File: config.mk
export PLATFORM = sky130hd
export DESIGN_NAME = uart_rate_gen
export DESIGN_NICKNAME = d
export VERILOG_FILES = /design/src/rtl/uart_rate_gen.sv
export SDC_FILE = /design/constraint.sdc
export NUM_CORES = 1
export LEC_CHECK = 0
export BUFFER_PORTS_ARGS = -buffer_cell sky130_fd_sc_hd__buf_2
export CORE_ASPECT_RATIO = 0.6
export CORE_MARGIN = 5
export CORE_UTILIZATION = 35
export CTS_CLUSTER_SIZE = 20
export DETAILED_ROUTE_END_ITERATION = 10
export GPL_TIMING_DRIVEN = 0
export SLEW_MARGIN = 10
export SYNTH_ARGS = -nofsm -noshare
export SYNTH_HDL_FRONTEND = slang
export SYNTH_SLANG_ARGS = --single-unit
File: constraint.sdc
create_clock -name clk -period 5 [get_ports clk]
set_input_delay 1 -clock clk [delete_from_list [all_inputs] [get_ports clk]]
set_output_delay 1 -clock clk [all_outputs]
set_load 0.01 [all_outputs]
File: src/rtl/uart_rate_gen.sv
module uart_rate_gen #(
  parameter int DIV_W = 13,
  parameter int OVS   = 16
) (
  input  logic             clk,
  input  logic             rst_n,
  input  logic [DIV_W-1:0] rate_div,
  input  logic             irda_en,
  output logic             os_tick,
  output logic             bit_tick
);
  localparam int OS_W = $clog2(2 * OVS);

  logic [DIV_W-1:0] div_q;
  logic             irda_q;
  logic [DIV_W-1:0] pre_cnt;
  logic [OS_W-1:0]  os_cnt;

  wire             changed = (rate_div != div_q) || (irda_en != irda_q);
  wire [DIV_W-1:0] eff     = irda_en ? {1'b0, rate_div[DIV_W-1:1]} : rate_div;
  wire             run     = (eff != '0) && !changed;
  wire [OS_W-1:0]  os_last = irda_en ? OS_W'(2 * OVS - 1) : OS_W'(OVS - 1);

  assign os_tick  = run && (pre_cnt == eff - 1'b1);
  assign bit_tick = os_tick && (os_cnt == os_last);

  always_ff @(posedge clk or negedge rst_n) begin
    if (!rst_n) begin
      div_q   <= '0;
      irda_q  <= 1'b0;
      pre_cnt <= '0;
      os_cnt  <= '0;
    end else begin
      div_q  <= rate_div;
      irda_q <= irda_en;
      if (!run) begin
        pre_cnt <= '0;
        os_cnt  <= '0;
      end else if (os_tick) begin
        pre_cnt <= '0;
        os_cnt  <= bit_tick ? '0 : os_cnt + 1'b1;
      end else begin
        pre_cnt <= pre_cnt + 1'b1;
      end
    end
  end

  // prescaler stays below the divisor
  a_r10_pre_in_range: assert property (@(posedge clk) disable iff (!rst_n)
    run |-> (pre_cnt < eff));

  // oversample count stays within the mode's count per bit
  a_r4_os_in_range: assert property (@(posedge clk) disable iff (!rst_n)
    run |-> (os_cnt <= os_last));

  // a setting change clears both counters
  a_r8_restart: assert property (@(posedge clk) disable iff (!rst_n)
    changed |=> (pre_cnt == '0 && os_cnt == '0));

  // a zero divisor keeps the counters idle
  a_r6_idle: assert property (@(posedge clk) disable iff (!rst_n)
    (eff == '0) |=> (pre_cnt == '0 && os_cnt == '0));

  // prescaler wraps after each oversample tick
  a_r2_os_wrap: assert property (@(posedge clk) disable iff (!rst_n)
    os_tick |=> (pre_cnt == '0));

  // oversample count wraps after each bit tick
  a_r3_bit_wrap: assert property (@(posedge clk) disable iff (!rst_n)
    bit_tick |=> (os_cnt == '0));
endmodule

* Word level (Yosys, flattened, before mapping)
Cells that the tools add are included.
** Word-level totals
- Output and inout port bits :: 2
- Word-level logic and storage cells :: 25
- Input bits :: 16
- Register bits after elaboration :: 32
** Cells by class
- Mux-type cells :: 7
- Equality and inequality tests :: 5
- Add/subtract/negate cells :: 3
- Reductions and logical operators :: 6
** Operators with widths (count)
- 13-bit two-way mux :: 3
- 5-bit two-way mux :: 4
- 13-bit by 1-bit adder with 13-bit output (second input constant) :: 1
- 13-bit == test :: 1
- 13-bit inequality test :: 1
- 13-bit nonzero test :: 1
- 13-bit by 1-bit subtractor with 13-bit output (second input constant) :: 1
- 5-bit by 1-bit adder with 5-bit output (second input constant) :: 1
- 5-bit == test :: 1
- 1-bit logical AND :: 3
- 2-bit inequality test (second input constant) :: 1
- 1-bit logical NOT :: 1
- 1-bit logical OR :: 1
- 1-bit inequality test :: 1

* Logic depth before layout (Yosys ltp)
Gate-level depths: netlist (run 1).
- Depth after elaboration :: 9
- Gate-level depth with buffers :: 14
- Gate-level depth less buffers :: 10

* Worst setup path before layout (run 1)
No wires, ideal clock.
- Path kind :: input -> output
- Start point :: input port irda_en
- End point :: output port bit_tick
- Setup slack :: -0.131 ns
- Required time :: 4.000 ns
- Path buffers :: 3
- Stages on the path :: 13
- Arrival time :: 4.131 ns
- Cell sequence :: buf_2 > buf_2 > buf_1 > mux2i_1 > ha_1 > or4b_4 > a2111oi_4 > nor3_1 > xor2_1 > a311o_1 > nor3_4 > inv_1 > nor3_1
** On the way
- Word-level cells in the longest chain between the ends :: 6
- Elaborated cells on any way between the ends :: 12
- Those cells by class :: add/sub (1); eq/ne (3); mux (2); reduce/logical (6)
** RTL lines
- start: declaration :: RTL line 8 : input logic irda_en,
- parallel branches: the longest is 5 deep, another holds 13-bit by 1-bit subtractor with 13-bit output
- 1-bit logical AND (*) :: RTL line 25 : assign bit_tick = os_tick && (os_cnt == os_last);
- end: declaration :: RTL line 10 : output logic bit_tick
Mark *: on every way between the ends.

* Worst setup path in the final report (run 1)
Ends and elaborated chain as after synthesis.

==> flow_metrics.tcl, run 1 <==
set metrics [dict create \
    ys_warn_count 0 \
    gp_congestion 0.832 \
    clock_path_buffers 2 \
    synthArstFlopShare_pct 100 \
    peakVddDrop_v 0.000111 \
    diodes 0 \
    synth_area_leaders "dfrtp_1 (36%), xnor2_1 (11%), xor2_1 (6.3%)" \
    cts-root-buf "clkbuf_8" \
    critPathKind "in2out" \
    drt-total-wl_um 5270 \
    timing.fmax_mhz 208 \
    grt_pass1_vias 1635 \
    crit_arrival_ns 3.82 \
    synth-main-ff-cell "dfrtp_1" \
    r2r.worst_path.cells 10 \
    netlist_instances 239 \
    syn_avg_cell_area_um2 9.23 \
    rsz0062_at_grt "false" \
    crit_path_start_kind "input pin" \
    final_nets 288 \
    p_comb_share_pct 18.0 \
    fin_skew_ns 0.00821 \
    synth_area_mm2 0.00221 \
    drc 0 \
    max-cap-violations 0 \
    cts_max_level 2 \
    p_per_area_mw_per_mm2 215 \
    status "finished, final reports clean" \
    power.net_switching_w 0.000154 \
    fillCellCount 629 \
    drive_gt1_share_pct 18.2 \
    io_pins 18 \
    grt_usage_pct 13.6 \
    area_growth_pct 16.8 \
    r2r_end "pre_cnt[11]$_DFF_PN0_" \
    dieArea_mm2 0.00805 \
    clk_pin_slew_ns 0.06 \
    die_w_um 113 \
    ys_types 46 \
    seqPwrFrac_pct 48.1 \
    numPortBuffers 17 \
    endpoint "bit_tick" \
    ctsHoldBuffers 0 \
    yosys_register_bits 32 \
    min_path_type "reg2reg" \
    postRouteAntennaNets 0 \
    drtPass1Iterations 4 \
    grt-ovfl-total 0 \
    worst-path-max-fanout 11 \
    reg2reg_setup_slack_ns 2.65 \
    drv_slew 0 \
    num_rows 22 \
    finalSetupViolations 0 \
    p_sw_share_pct 27.7 \
    cts_sinks 32 \
    tightestPinTransition_ns 0.752 \
    post-route-period-util_pct 96.4 \
    drtIter0Drc 114 \
    insertion_delay_ns 0.28 \
    maxSlewHeadroom_pct 49.9 \
    cts_tree "yes" \
    syn-num-nets 258 \
    routed-via-count 1778 \
    setup.worst_path.end_class "primary output" \
    coreArea_mm2 0.00611 \
    synth_edf_count 0 \
    p_total_w 0.000555 \
    hold_ws_ns 0.527 \
    worstPathRequired_ns 4.00 \
    wl_per_cell_um 14.9 \
    finalHoldViolCount 0 \
    yosysSeqAreaShare_pct 36.3 \
    initial_core_util_pct 36.1 \
    viasPerCell 5.04 \
    die_h_um 71.5 \
    fin_crit_ns 4.82 \
    post-dp-hpwl_um 3880 \
    p_int_w 0.000401 \
    antenna_found_initial 0 \
    crit_start "irda_en" \
    yosysTopAreaCell "dfrtp_1" \
    grt_pass1_wl_um 8620 \
    crit-reg2reg-launch "pre_cnt[3]$_DFF_PN0_" \
    grt_max_degree 33 \
    power_frac_clock_pct 33.9 \
    synth_top_area_share_pct 36.3 \
    leakage_nw 1.04 \
    cts_buffers 5 \
]
## area by class of cell
class	instances	area (um^2)	share of cell area [%]
buffer	13	88.8	3.45
tap	84	105	4.08
clock inverter	1	5.00	0.194
inverter	9	33.8	1.31
sequential	32	801	31.1
multi-input combinational	184	1330	51.5
clock buffer	6	72.6	2.82
timing repair buffer	24	144	5.58
## logic make-up (layout without fill, tap and decap cells)
group / count (synthesis) / after routing / synth area share, %
XOR/XNOR: 43 / 43 / 17.1
buffers and inverters: 23 / 53 / 4.82
AO/OA/AOI/OAI: 26 / 26 / 9.52
AND/OR/NAND/NOR: 99 / 99 / 24.7
multiplexers: 13 / 13 / 5.90
adder cells (fa/ha/maj): 3 / 3 / 1.70
flip-flops: 32 / 32 / 36.3
## metal layers
| metal | track usage (%) | vias up | share of wire, % |
|---|---|---|---|
| li1 | - | 885 | - |
| met1 | 21.9 | 846 | 55 |
| met2 | 16.2 | 39 | 37 |
| met3 | 4.73 | 8 | 6.7 |
| met4 | 4.00 | 0 | 1.0 |
| met5 | 0 | - | 0 |
## power groups by stage
stage / Clock [W] / Combinational [W] / Sequential [W]
floorplan: 0 / 0.0000616 / 0.000272
global placement: 0 / 0.0000898 / 0.000272
detailed placement: 0 / 0.0000911 / 0.000272
CTS: 0.000197 / 0.0000938 / 0.000267
global route: 0.000207 / 0.000111 / 0.000268
finish: 0.000188 / 0.0000997 / 0.000267
## state kept, by name, summed over array words and instances (netlist names)
register,flops
div_q,13
pre_cnt,13
os_cnt,5
irda_q,1
## metrics by stage
step / instance area [um^2] / utilization, % / TNS (ns) / instances / setup slack [ns]
floorplan: 2210 / - / 0 / 239 / 0.0192
global route: 2580 / 42.2 / 0 / 353 / 0.0166
CTS: 2500 / 41.0 / 0 / 347 / 0.0204
finish: 2580 / 42.2 / 0 / 353 / 0.182
global placement: 2400 / 39.3 / -1.20 / 340 / -0.646
detailed placement: 2400 / 39.3 / -1.26 / 340 / -0.672
## critical path, cell delays in order
cell	delay [ns]
buf_6	0.14
buf_8	0.12
buf_8	0.14
mux2i_1	0.21
ha_2	0.24
or4b_4	0.50
a2111oi_4	0.30
nor3_1	0.10
xor2_1	0.16
a311o_1	0.38
nor3_4	0.15
inv_1	0.09
nor3_2	0.14
buf_2	0.15
## synthesized netlist by cell type, drive strengths merged (2+ instances only)
library cell  count
ha                3
o21ai             3
nor2             27
buf               7
a311oi            2
clkbuf            7
nor4              4
and3              4
or3               3
nand2            12
xor2             16
nand3b            2
a21oi             6
nor4b             2
inv               9
mux2i            13
a221oi            3
and2              3
o21a              2
nand3            11
nor3             11
dfrtp            32
xnor2            27
nand2b            9
nand4             6
## layout by cell type, fill, tap and decap left out, drive strengths merged, types with 4 or more instances in the layout
cell type | Yosys | routed
a21oi | 6 | 6
and3 | 4 | 4
buf | 7 | 30
clkbuf | 7 | 13
dfrtp | 32 | 32
inv | 9 | 9
mux2i | 13 | 13
nand2 | 12 | 12
nand2b | 9 | 9
nand3 | 11 | 11
nand4 | 6 | 6
nor2 | 27 | 27
nor3 | 11 | 11
nor4 | 4 | 4
xnor2 | 27 | 27
xor2 | 16 | 16
## repair_timing
item                                    CTS  global route
pin swaps                                 2             3
endpoints found under the setup margin    2             2
setup buffers                             1             6
resized for setup                         7             6
cloned                                    0             0
## how the worst min path moves through the flow
| stage | start | end | cells past startpoint |
|---|---|---|---|
| 6_report | pre_cnt[0]$_DFF_PN0_ | pre_cnt[0]$_DFF_PN0_ | 1 |
| 5_1_grt | pre_cnt[0]$_DFF_PN0_ | pre_cnt[0]$_DFF_PN0_ | 1 |
| 4_1_cts | pre_cnt[0]$_DFF_PN0_ | pre_cnt[0]$_DFF_PN0_ | 1 |
| 3_5_place_dp | pre_cnt[0]$_DFF_PN0_ | pre_cnt[0]$_DFF_PN0_ | 1 |
| 3_3_place_gp | pre_cnt[0]$_DFF_PN0_ | pre_cnt[0]$_DFF_PN0_ | 1 |
| 2_1_floorplan | pre_cnt[0]$_DFF_PN0_ | pre_cnt[0]$_DFF_PN0_ | 1 |
Power figures use the tool's default switching activity.
==> run 2: changes to the inputs <==
GPL_TIMING_DRIVEN = unset   (was 0)
==> run 2 against run 1 <==
Global-route usage grew 0.20 points. Critical path depth decreased by 2. Register-to-register slack improved by 0.02 ns. Count of clock-buffer cells in the layout did not move. Hold slack improved by 0.029 ns. Worst setup slack better by 0.086 ns. Non-clock buffer count decreased by 16. Critical path type unchanged. Critical endpoint unchanged. Largest power group unchanged.
==> flow_metrics.tcl, run 2 (synthesis gave the netlist of run 1 again) <==
set metrics [dict create \
    grt_max_degree 33 \
    drtIter0Drc 82 \
    wl_per_cell_um 15.2 \
    cts_tree "yes" \
    drv_slew 0 \
    fin_cells 337 \
    crit_arrival_ns 3.73 \
    cts_sinks 32 \
    p_int_w 0.000395 \
    drt-total-wl_um 5130 \
    critPathKind "in2out" \
    numPortBuffers 17 \
    rsz0062_at_grt "false" \
    timing.fmax_mhz 211 \
    grt_usage_pct 13.8 \
    cts_buffers 5 \
    cp_slowest_stage_delay_ns 0.51 \
    dieArea_mm2 0.00805 \
    worstPathCellList "buf_2 > mux2i_2 > ha_2 > or4b_4 > a2111oi_4 > nor3_1 > xor2_1 > a311o_1 > nor3_4 > inv_1 > nor3_1 > buf_2" \
    viasPerCell 5.16 \
    drtPass1Iterations 4 \
    cts-root-buf "clkbuf_8" \
    crit_start "irda_en" \
    grt_pass1_wl_um 8720 \
    power.net_switching_w 0.000153 \
    tightestPinTransition_ns 0.755 \
    placed_cells 330 \
    p_sw_share_pct 28.0 \
    seqPwrFrac_pct 48.8 \
    initial_core_util_pct 36.1 \
    final_common_cell "dfrtp_1" \
    cts_max_level 2 \
    fin_skew_ns 0.00253 \
    final_nets 272 \
    utilization_pct 39.9 \
    post-route-period-util_pct 94.6 \
    setup-tns-final_ns 0 \
    post-dp-hpwl_um 3820 \
    p_per_area_mw_per_mm2 225 \
    crit-reg2reg-launch "pre_cnt[2]$_DFF_PN0_" \
    finalSetupViolations 0 \
    area_growth_pct 10.5 \
    power_frac_clock_pct 34.8 \
    peakVddDrop_v 0.0000948 \
    gp_congestion 0.773 \
    postRouteAntennaNets 0 \
    status "finished, final reports clean" \
    worst-path-max-fanout 8 \
    grt_pass1_vias 1648 \
    min_path_type "reg2reg" \
    worstPathRequired_ns 4.00 \
    routed-via-count 1738 \
    leakage_nw 0.968 \
    num_rows 22 \
    final_cell_mix "dfrtp_1 (32), xnor2_1 (27), nor2_1 (27), buf_2 (17), xor2_1 (16)" \
    fin_crit_ns 4.73 \
    top_regs "div_q (13), pre_cnt (13), os_cnt (5)" \
    die_h_um 71.5 \
    hold_start "pre_cnt[0]$_DFF_PN0_" \
    clk_pin_slew_ns 0.06 \
    setup.worst_path.end_class "primary output" \
    coreArea_mm2 0.00611 \
    diodes 0 \
    io_pins 18 \
    p_comb_share_pct 16.5 \
    max-cap-violations 0 \
    crit_path_start_kind "input pin" \
    die_w_um 113 \
    drc 0 \
    ctsHoldBuffers 0 \
    insertion_delay_ns 0.28 \
    fillCellCount 632 \
    antenna_found_initial 0 \
    clock_path_buffers 2 \
    slowest_stage "or4b_4" \
    crit_buf_inv 3 \
    finalHoldViolCount 0 \
    grt-ovfl-total 0 \
    cp_top_family "simple AND/OR/NAND/NOR gates" \
    drive_gt1_share_pct 15.0 \
    maxSlewHeadroom_pct 49.6 \
]
[run 2: power groups by stage]
stage | registers (W) | clock network (W) | logic [W]
6_report | 0.000267 | 0.000191 | 0.0000902
5_1_grt | 0.000267 | 0.000209 | 0.000100
4_1_cts | 0.000267 | 0.000197 | 0.0000891
3_5_place_dp | 0.000272 | 0 | 0.0000883
3_3_place_gp | 0.000272 | 0 | 0.0000871
2_1_floorplan | 0.000272 | 0 | 0.0000616
[run 2: worst reg2reg max path: stages, from the launching register on]
cell     delay, ns
dfrtp_1       0.45
xor2_1        0.20
xnor2_1       0.13
nor4_1        0.31
and4_1        0.28
nand4_2       0.18
nor4_1        0.39
mux2i_1       0.23
nor2_1        0.05
[run 2: path summary, 6_finish.rpt]
check,to,slack [ns],depth (start not counted)
max,bit_tick,0.27,12
min,pre_cnt[0]$_DFF_PN0_,0.56,1
max reg2reg,os_cnt[4]$_DFFE_PN0P_,2.67,8
min reg2reg,pre_cnt[0]$_DFF_PN0_,0.56,1
max in group asynchronous,pre_cnt[12]$_DFF_PN0_,3.73,1
min in group asynchronous,os_cnt[4]$_DFFE_PN0P_,0.78,1
[run 2: repair_timing]
action	CTS	global route
endpoints found under the setup margin	0	1
gates resized for setup	0	3
buffers inserted	0	0
hold endpoints to repair	0	0
[run 2: area by class of cell]
type / count / area (um^2) / area share, %
Multi-Input combinational cell: 184 / 1310 / 53.6
Sequential cell: 32 / 801 / 32.8
Timing Repair Buffer: 21 / 115 / 4.72
Tap cell: 84 / 105 / 4.31
Clock buffer: 6 / 72.6 / 2.98
Inverter: 9 / 33.8 / 1.39
Clock inverter: 1 / 5.00 / 0.205
[run 2: metrics by stage]
| stage | area [um^2] | total power (W) | hold slack [ns] | worst slack, ns |
|---|---|---|---|---|
| 2_1_floorplan | 2210 | 0.000333 | 0.483 | 0.0192 |
| 3_3_place_gp | 2350 | 0.000359 | 0.526 | 0.304 |
| 3_5_place_dp | 2350 | 0.000360 | 0.534 | 0.257 |
| 4_1_cts | 2430 | 0.000553 | 0.556 | 0.244 |
| 5_1_grt | 2440 | 0.000577 | 0.575 | 0.0267 |
| 6_report | 2440 | 0.000548 | 0.556 | 0.268 |
[run 2: metal layers]
metal,wire length (um),global-route usage (%),share of wire [%],vias to the layer above
li1,-,-,-,857
met2,2030,18.6,40,42
met5,0,0,0,-
met3,295,3.46,5.7,5
met1,2760,21.4,54,834
met4,46,4.00,0.90,0
